File: config.mk
export PLATFORM = sky130hd
export DESIGN_NAME = can_mode_guard
export DESIGN_NICKNAME = d
export VERILOG_FILES = /design/src/rtl/cmg_pkg.sv /design/src/rtl/cmg_ctrl.sv /design/src/rtl/cmg_regs.sv /design/src/rtl/can_mode_guard.sv
export SDC_FILE = /design/constraint.sdc
export NUM_CORES = 1
export LEC_CHECK = 0
export ABC_CLOCK_PERIOD_IN_PS = 8900
export BUFFER_PORTS_ARGS = -buffer_cell sky130_fd_sc_hd__clkbuf_2
export CAP_MARGIN = 30
export CORE_MARGIN = 2
export CORE_UTILIZATION = 58
export CTS_CLUSTER_SIZE = 16
export DETAILED_ROUTE_END_ITERATION = 10
export GPL_TIMING_DRIVEN = 0
export HOLD_SLACK_MARGIN = 0.03
export PLACE_DENSITY = 0.95
export SLEW_MARGIN = 20
export SYNTH_ARGS = -nofsm -noshare
export SYNTH_HDL_FRONTEND = slang
export SYNTH_SLANG_ARGS = --single-unit
export TNS_END_PERCENT = 30
File: constraint.sdc
create_clock -name clk -period 8.9 [get_ports clk]
set_input_delay 1.78 -clock clk [delete_from_list [all_inputs] [get_ports clk]]
set_output_delay 1.78 -clock clk [all_outputs]
set_load 0.05 [all_outputs]
File: src/rtl/cmg_pkg.sv
package cmg_pkg;

  localparam int CFG_N    = 12;
  localparam int CFG_IW   = $clog2(CFG_N);
  localparam int ERR_N    = 6;
  localparam int TXB_N    = 3;

  // protected window bounds: low group then high group
  localparam int CFG_LO_FIRST = 1;
  localparam int CFG_LO_LAST  = 4;
  localparam int CFG_HI_FIRST = 8;
  localparam int CFG_HI_LAST  = 15;

  localparam int ADDR_CTL0   = 0;
  localparam int ADDR_RXCNT  = 16;
  localparam int ADDR_TXCNT  = 17;
  localparam int ADDR_ERRFLG = 18;
  localparam int ADDR_ERREN  = 19;
  localparam int ADDR_RXFLG  = 20;
  localparam int ADDR_RXEN   = 21;
  localparam int ADDR_TXFLG  = 22;
  localparam int ADDR_TXEN   = 23;

  typedef enum logic [1:0] {
    MODE_NORMAL  = 2'd0,
    MODE_SLEEP   = 2'd1,
    MODE_SOFTRST = 2'd2,
    MODE_PWRDN   = 2'd3
  } mode_e;

  typedef struct packed {
    logic              cfgSel;
    logic [CFG_IW-1:0] cfgIdx;
    logic              cfgWr;
    logic              errFlgWr;
    logic              errEnWr;
    logic              rxFlgWr;
    logic              rxEnWr;
    logic              txEnWr;
    logic              wakeSet;
  } strobe_t;

endpackage

File: src/rtl/cmg_ctrl.sv
module cmg_ctrl
  import cmg_pkg::*;
#(
  parameter int AW = 5,
  parameter int DW = 8
) (
  input  logic          clk,
  input  logic          rstN,
  input  logic          wrEn,
  input  logic [AW-1:0] addr,
  input  logic [1:0]    ctlWrBits,
  input  logic          busIdle,
  input  logic          wakeDetect,
  input  logic          haltReq,
  input  logic          txEngine,
  output strobe_t       strb,
  output logic [DW-1:0] ctlByte,
  output logic          lockOpen,
  output logic          asleep,
  output logic          txPin,
  output logic          coreClkEn,
  output logic          regClkEn
);

  logic [31:0] addrI;
  assign addrI = 32'(addr);

  mode_e state, nextState;
  logic  srstBit, sleepReq;
  logic  ctlWr, wakeExit;

  assign ctlWr = wrEn && (addrI == ADDR_CTL0);

  // Address decode of the protected window
  always_comb begin
    strb.cfgSel = 1'b0;
    strb.cfgIdx = '0;
    if (addrI >= CFG_LO_FIRST && addrI <= CFG_LO_LAST) begin
      strb.cfgSel = 1'b1;
      strb.cfgIdx = CFG_IW'(addrI - CFG_LO_FIRST);
    end else if (addrI >= CFG_HI_FIRST && addrI <= CFG_HI_LAST) begin
      strb.cfgSel = 1'b1;
      strb.cfgIdx = CFG_IW'(addrI - CFG_HI_FIRST + (CFG_LO_LAST - CFG_LO_FIRST + 1));
    end
  end

  assign strb.cfgWr    = wrEn && strb.cfgSel && srstBit;
  assign strb.errFlgWr = wrEn && (addrI == ADDR_ERRFLG);
  assign strb.errEnWr  = wrEn && (addrI == ADDR_ERREN);
  assign strb.rxFlgWr  = wrEn && (addrI == ADDR_RXFLG);
  assign strb.rxEnWr   = wrEn && (addrI == ADDR_RXEN);
  assign strb.txEnWr   = wrEn && (addrI == ADDR_TXEN);
  assign strb.wakeSet  = (state == MODE_SLEEP) && wakeDetect;

  assign wakeExit = (state == MODE_SLEEP) && !srstBit && !haltReq && wakeDetect;

  // Mode sequencing
  always_comb begin
    nextState = state;
    unique case (state)
      MODE_NORMAL: begin
        if (srstBit)                   nextState = MODE_SOFTRST;
        else if (sleepReq && busIdle)  nextState = MODE_SLEEP;
      end
      MODE_SLEEP: begin
        if (srstBit)                   nextState = MODE_SOFTRST;
        else if (haltReq)              nextState = MODE_PWRDN;
        else if (wakeDetect)           nextState = MODE_NORMAL;
        else if (!sleepReq)            nextState = MODE_NORMAL;
      end
      MODE_SOFTRST: begin
        if (!srstBit)                  nextState = MODE_NORMAL;
      end
      MODE_PWRDN: begin
        if (!haltReq)                  nextState = MODE_SLEEP;
      end
      default:                         nextState = MODE_SOFTRST;
    endcase
  end

  always_ff @(posedge clk or negedge rstN) begin
    if (!rstN) begin
      state    <= MODE_SOFTRST;
      srstBit  <= 1'b1;
      sleepReq <= 1'b0;
    end else begin
      state <= nextState;
      if (ctlWr) begin
        srstBit  <= ctlWrBits[0];
        sleepReq <= ctlWrBits[1];
      end
      if (wakeExit) sleepReq <= 1'b0;
    end
  end

  assign asleep    = (state == MODE_SLEEP) || (state == MODE_PWRDN);
  assign lockOpen  = srstBit;
  assign coreClkEn = (state == MODE_NORMAL);
  assign regClkEn  = (state != MODE_PWRDN);
  assign txPin     = (state == MODE_NORMAL) ? txEngine : 1'b1;
  assign ctlByte   = DW'({state, asleep, sleepReq, srstBit});

endmodule

File: src/rtl/cmg_regs.sv
module cmg_regs
  import cmg_pkg::*;
#(
  parameter int AW = 5,
  parameter int DW = 8
) (
  input  logic                clk,
  input  logic                rstN,
  input  strobe_t             strb,
  input  logic [AW-1:0]       addr,
  input  logic [DW-1:0]       wrData,
  input  logic [DW-1:0]       ctlByte,
  input  logic [DW-1:0]       rxErrCnt,
  input  logic [DW-1:0]       txErrCnt,
  input  logic [ERR_N-1:0]    errEvt,
  input  logic                rxFullEvt,
  input  logic [TXB_N-1:0]    txEmpty,
  output logic [DW-1:0]       rdData,
  output logic [CFG_N*DW-1:0] cfgBits,
  output logic                wakeIrq,
  output logic                errIrq,
  output logic                rxIrq,
  output logic                txIrq
);

  logic [31:0] addrI;
  assign addrI = 32'(addr);

  logic [DW-1:0]    cfgMem [CFG_N];
  logic [ERR_N-1:0] errFlg, errEn;
  logic             rxFull, wakeFlag;
  logic [1:0]       rxEn;
  logic [TXB_N-1:0] txEn;

  // Protected configuration bytes
  for (genvar gi = 0; gi < CFG_N; gi++) begin : gCfg
    always_ff @(posedge clk or negedge rstN) begin
      if (!rstN)
        cfgMem[gi] <= '0;
      else if (strb.cfgWr && (strb.cfgIdx == CFG_IW'(gi)))
        cfgMem[gi] <= wrData;
    end
    assign cfgBits[gi*DW +: DW] = cfgMem[gi];
  end

  // Latched flags (write 1 to clear, event wins) and enables
  always_ff @(posedge clk or negedge rstN) begin
    if (!rstN) begin
      errFlg   <= '0;
      errEn    <= '0;
      rxFull   <= 1'b0;
      wakeFlag <= 1'b0;
      rxEn     <= '0;
      txEn     <= '0;
    end else begin
      errFlg   <= (errFlg & ~(strb.errFlgWr ? wrData[ERR_N-1:0] : '0)) | errEvt;
      rxFull   <= (rxFull & ~(strb.rxFlgWr && wrData[0])) | rxFullEvt;
      wakeFlag <= (wakeFlag & ~(strb.rxFlgWr && wrData[1])) | strb.wakeSet;
      if (strb.errEnWr) errEn <= wrData[ERR_N-1:0];
      if (strb.rxEnWr)  rxEn  <= wrData[1:0];
      if (strb.txEnWr)  txEn  <= wrData[TXB_N-1:0];
    end
  end

  assign errIrq  = |(errFlg & errEn);
  assign rxIrq   = rxFull & rxEn[0];
  assign txIrq   = |(txEmpty & txEn);
  assign wakeIrq = wakeFlag & rxEn[1];

  always_comb begin
    rdData = '0;
    if (strb.cfgSel) begin
      rdData = cfgMem[strb.cfgIdx];
    end else begin
      case (addrI)
        ADDR_CTL0:   rdData = ctlByte;
        ADDR_RXCNT:  rdData = rxErrCnt;
        ADDR_TXCNT:  rdData = txErrCnt;
        ADDR_ERRFLG: rdData = DW'(errFlg);
        ADDR_ERREN:  rdData = DW'(errEn);
        ADDR_RXFLG:  rdData = DW'({wakeFlag, rxFull});
        ADDR_RXEN:   rdData = DW'(rxEn);
        ADDR_TXFLG:  rdData = DW'(txEmpty);
        ADDR_TXEN:   rdData = DW'(txEn);
        default:     rdData = '0;
      endcase
    end
  end

endmodule

File: src/rtl/can_mode_guard.sv
module can_mode_guard
  import cmg_pkg::*;
#(
  parameter int AW = 5,
  parameter int DW = 8
) (
  input  logic                clk,
  input  logic                rstN,
  input  logic                wrEn,
  input  logic [AW-1:0]       addr,
  input  logic [DW-1:0]       wrData,
  output logic [DW-1:0]       rdData,
  input  logic                busIdle,
  input  logic                wakeDetect,
  input  logic                haltReq,
  input  logic                txEngine,
  output logic                txPin,
  input  logic [DW-1:0]       rxErrCnt,
  input  logic [DW-1:0]       txErrCnt,
  input  logic [ERR_N-1:0]    errEvt,
  input  logic                rxFullEvt,
  input  logic [TXB_N-1:0]    txEmpty,
  output logic                coreClkEn,
  output logic                regClkEn,
  output logic [CFG_N*DW-1:0] cfgBits,
  output logic                wakeIrq,
  output logic                errIrq,
  output logic                rxIrq,
  output logic                txIrq
);

  strobe_t       strb;
  logic [DW-1:0] ctlByte;
  logic          lockOpen;
  logic          asleep;

  cmg_ctrl #(.AW(AW), .DW(DW)) uCtrl (
    .clk        (clk),
    .rstN       (rstN),
    .wrEn       (wrEn),
    .addr       (addr),
    .ctlWrBits  (wrData[1:0]),
    .busIdle    (busIdle),
    .wakeDetect (wakeDetect),
    .haltReq    (haltReq),
    .txEngine   (txEngine),
    .strb       (strb),
    .ctlByte    (ctlByte),
    .lockOpen   (lockOpen),
    .asleep     (asleep),
    .txPin      (txPin),
    .coreClkEn  (coreClkEn),
    .regClkEn   (regClkEn)
  );

  cmg_regs #(.AW(AW), .DW(DW)) uRegs (
    .clk       (clk),
    .rstN      (rstN),
    .strb      (strb),
    .addr      (addr),
    .wrData    (wrData),
    .ctlByte   (ctlByte),
    .rxErrCnt  (rxErrCnt),
    .txErrCnt  (txErrCnt),
    .errEvt    (errEvt),
    .rxFullEvt (rxFullEvt),
    .txEmpty   (txEmpty),
    .rdData    (rdData),
    .cfgBits   (cfgBits),
    .wakeIrq   (wakeIrq),
    .errIrq    (errIrq),
    .rxIrq     (rxIrq),
    .txIrq     (txIrq)
  );

endmodule

==> out/qor.csv <==
stage;metric;value;unit
global_route;vias in the first global route;5954;
floorplan;DIE WIDTH;108;microns
sta;fin crit share;0.851;
sta;fmax;132;MHz
placed_design;gpl congestion;0.925;
critical_path;CP arrival;5790;ps
floorplan;full die area;0.0117;sq mm
detailed_routing;routed wire length per instance;25.2;microns
sta;RSZ-0062 raised after global routing;false;
hold_path;Worst Hold Depth;1;
cells_and_area;register area;0.00298;sq mm
critical_path;r2r worst-path depth;5;
yosys;Primary FF master, synth;dfrtp_1;
run_status;status;finished clean;
cts;Worst-Skew Late Latency;540;ps
cts;Max clock buf depth;2;
critical_path;critical path peak fanout;10;
floorplan;number of core rows;37;
global_route;total track usage;0.385;
cts;postcts setup bufs;0;
critical_path;r2r setup slk;6890;ps
detailed_routing;DR DRC count;0;
critical_path;critical path launch point type;primary input;
yosys;Net Count, Synth;592;
yosys;post-synthesis xor/xnor area fraction;0.00140;
sta;Worst Skew;13.5;ps
yosys;Async SR Flop Fraction;1.00;
sta;measured slew at the worst slew-check pin;754;ps
cts;clock root buffer;clkbuf_8;
run;Max Cap Violations;0;
cells_and_area;Multi-input gate area;0.00309;sq mm
yosys;Post-Syn Area;0.00627;sq mm
global_route;global route overflow;0;
cts;post-cts gate resize count;0;
cts;Post-CTS Hold Buffers;0;
hold_path;worst hold path type;reg2reg;
placed_design;I/O Buffers;154;
yosys;post-synth top area share;0.467;
yosys;syn avg cell area;11.7;sq um
detailed_routing;Routed Wire Length;21.7;mm
cts;H-tree depth;4;
placed_design;hpwl dp;14.5;mm
sta;fin. max-slew vios;0;
sta;Finish-stage setup viols;0;
yosys;Synth Area in Adders;0.0180;
cts;CTS Buf Count;17;
sta;worst rel slew slack;0.497;
cells_and_area;Layout Nets;766;
floorplan;Starting Density;0.602;
global_route;first-pass GRT wire length;33.2;mm
yosys;area leader, netlist;dfrtp_1;
global_route;largest net degree at the start of global routing;62;
cts;CTS sink count;119;
critical_path;Setup crit end kind;primary output;
sta;Tmin final;7570;ps
detailed_routing;vias;5794;
yosys;main combinational cell family by area after synthesis;multiplexers;
sta;final hold viol count;0;
cells_and_area;ANT cells;0;
yosys;post-synthesis sequential area ratio;0.475;
yosys;post-synthesis cell type count;60;
critical_path;Worst Path Required;7120;ps
critical_path;CP Class;in2out;
sta;TNS Setup;0;ps
yosys;number of synthesized register bits;119;
detailed_routing;1st-pass router iterations;8;
cells_and_area;Post-Route Utilization;0.747;
yosys;Syn. warnings;0;
detailed_routing;drt via density;6.74;
cells_and_area;Syn-to-layout area delta;24.1;%
cells_and_area;number of fill cells;631;
pwr;maximum vdd drop;0.210;mV
cts;TritonCTS clock tree;built;
yosys;EDFF count, synth;0;
global_route;initial antenna violation count;0;
yosys;Mapped Cells;537;
pwr;Design Power;0.00162;W
yosys;post-synthesis simple-gate area fraction;0.111;
yosys;synth top area cells;dfrtp_1, mux2_2, a222oi_1, nand2_1, a21oi_1;
yosys;post-synthesis mux area share;0.218;
pwr;Pleak;3.85;nW
yosys;Synth Area in Compound Gates;0.145;
floorplan;Ports;157;
detailed_routing;Detailed Route Iter0 Violations;813;
floorplan;core footprint;0.0104;sq mm
floorplan;chip height;108;microns
detailed_routing;Detail Route Antenna Nets;0;
pwr;pwr dens;208;mW/mm^2
cells_and_area;share of layout cells above drive strength 1;0.457;
cts;CTS clock-pin slew for the worst setup and hold paths;70;ps
[path summary, 6_finish.rpt]
kind	from	endpoint
setup / recovery	addr[0]	rdData[4]
hold / removal	uRegs.rxFull	uRegs.rxFull
setup reg to reg	uCtrl.lockOpen	uRegs.cfgBits[22]
hold reg to reg	uRegs.rxFull	uRegs.rxFull
max in group asynchronous	rstN	uCtrl.lockOpen
min in group asynchronous	rstN	uRegs.cfgBits[77]
[final cells by class]
type	instances	share of cell area
plain buffers	37	0.0206
clock buffers	17	0.0532
clock inverters	15	0.0154
inverters	9	0.00434
multi-input cells	372	0.398
flip-flops and latches	119	0.383
well taps	136	0.0219
repair buffers	155	0.104
[report_power, final]
part           switching, W  internal, W  leakage [nW]
registers         0.0000437     0.000585          1.59
clock network      0.000285     0.000346         0.244
logic              0.000255     0.000105          2.02
[per-stage QoR]
stage | area, sq um | hold slack (ps) | setup slack (ps) | cells
2_1_floorplan | 6270 | 462 | 2390 | 537
3_3_place_gp | 7210 | 480 | 1660 | 827
3_5_place_dp | 7250 | 495 | 1600 | 828
4_1_cts | 7780 | 509 | 1460 | 860
5_1_grt | 7780 | 527 | 1240 | 860
6_report | 7780 | 508 | 1330 | 860
[cell usage in the layout, fill, tap and decap left out, types with 7 or more instances in the layout]
cell,synthesis,layout
ha_1,9,9
clkbuf_16,0,16
clkbuf_1,25,25
mux2_4,9,9
o21ai_0,11,11
a222oi_1,21,21
inv_1,8,8
mux2_2,99,99
a22oi_1,18,18
clkbuf_2,0,153
a21o_1,9,9
nor2_1,17,17
nand2_1,44,44
dfrtp_1,117,117
nand3_2,7,7
a21oi_1,29,29
[worst max-delay path, cell delays in order]
cell	delay (ps)
clkbuf_2	110
buf_4	150
clkbuf_1	430
inv_1	200
ha_1	240
clkbuf_1	230
and3_1	230
o21ai_0	250
o32a_1	280
nor2_4	90
buf_2	260
a222oi_1	510
a21oi_1	170
or4_1	560
clkbuf_2	270
[flip-flops by register name, indices dropped and copies added, names as in the netlist]
signal / count
uRegs.cfgBits: 96
uRegs.rxFull: 1
uCtrl.state: 2
uCtrl.lockOpen: 1
uRegs.txEn: 3
uRegs.rxEn: 2
uRegs.errFlg: 6
uCtrl.sleepReq: 1
uRegs.errEn: 6
uRegs.wakeFlag: 1
[layer usage]
layer | vias up | GRT usage | wire length (microns)
li1 | 2391 | - | -
met1 | 2805 | 0.474 | 7510
met2 | 501 | 0.606 | 10300
met3 | 97 | 0.121 | 2770
met4 | 0 | 0.214 | 1110
met5 | - | 0 | 0
[cells by family (layout without fill, tap and decap cells)]
kind of cell / after synthesis / after routing
AO/OA/AOI/OAI: 123 / 123
AND/OR/NAND/NOR: 121 / 121
flip-flops: 119 / 119
multiplexers: 118 / 118
buffers and inverters: 46 / 233
adder cells (fa/ha/maj): 9 / 9
XOR/XNOR: 1 / 1
[cells in the mapped netlist, types with 4 or more instances]
cell      number
a21o_1         9
a21oi_1       29
a222oi_1      21
a22oi_1       18
a32oi_1        4
and2_1         4
and3_1         6
buf_2          5
buf_4          4
clkbuf_1      25
dfrtp_1      117
ha_1           9
inv_1          8
mux2_1         4
mux2_2        99
mux2_4         9
mux2i_1        5
nand2_1       44
nand3_1        5
nand3_2        7
nor2_1        17
nor3_1         6
o21ai_0       11
o22ai_1        4
or3_1          4
or4_1          6
Note: power is estimated with default switching activity, not from simulation.
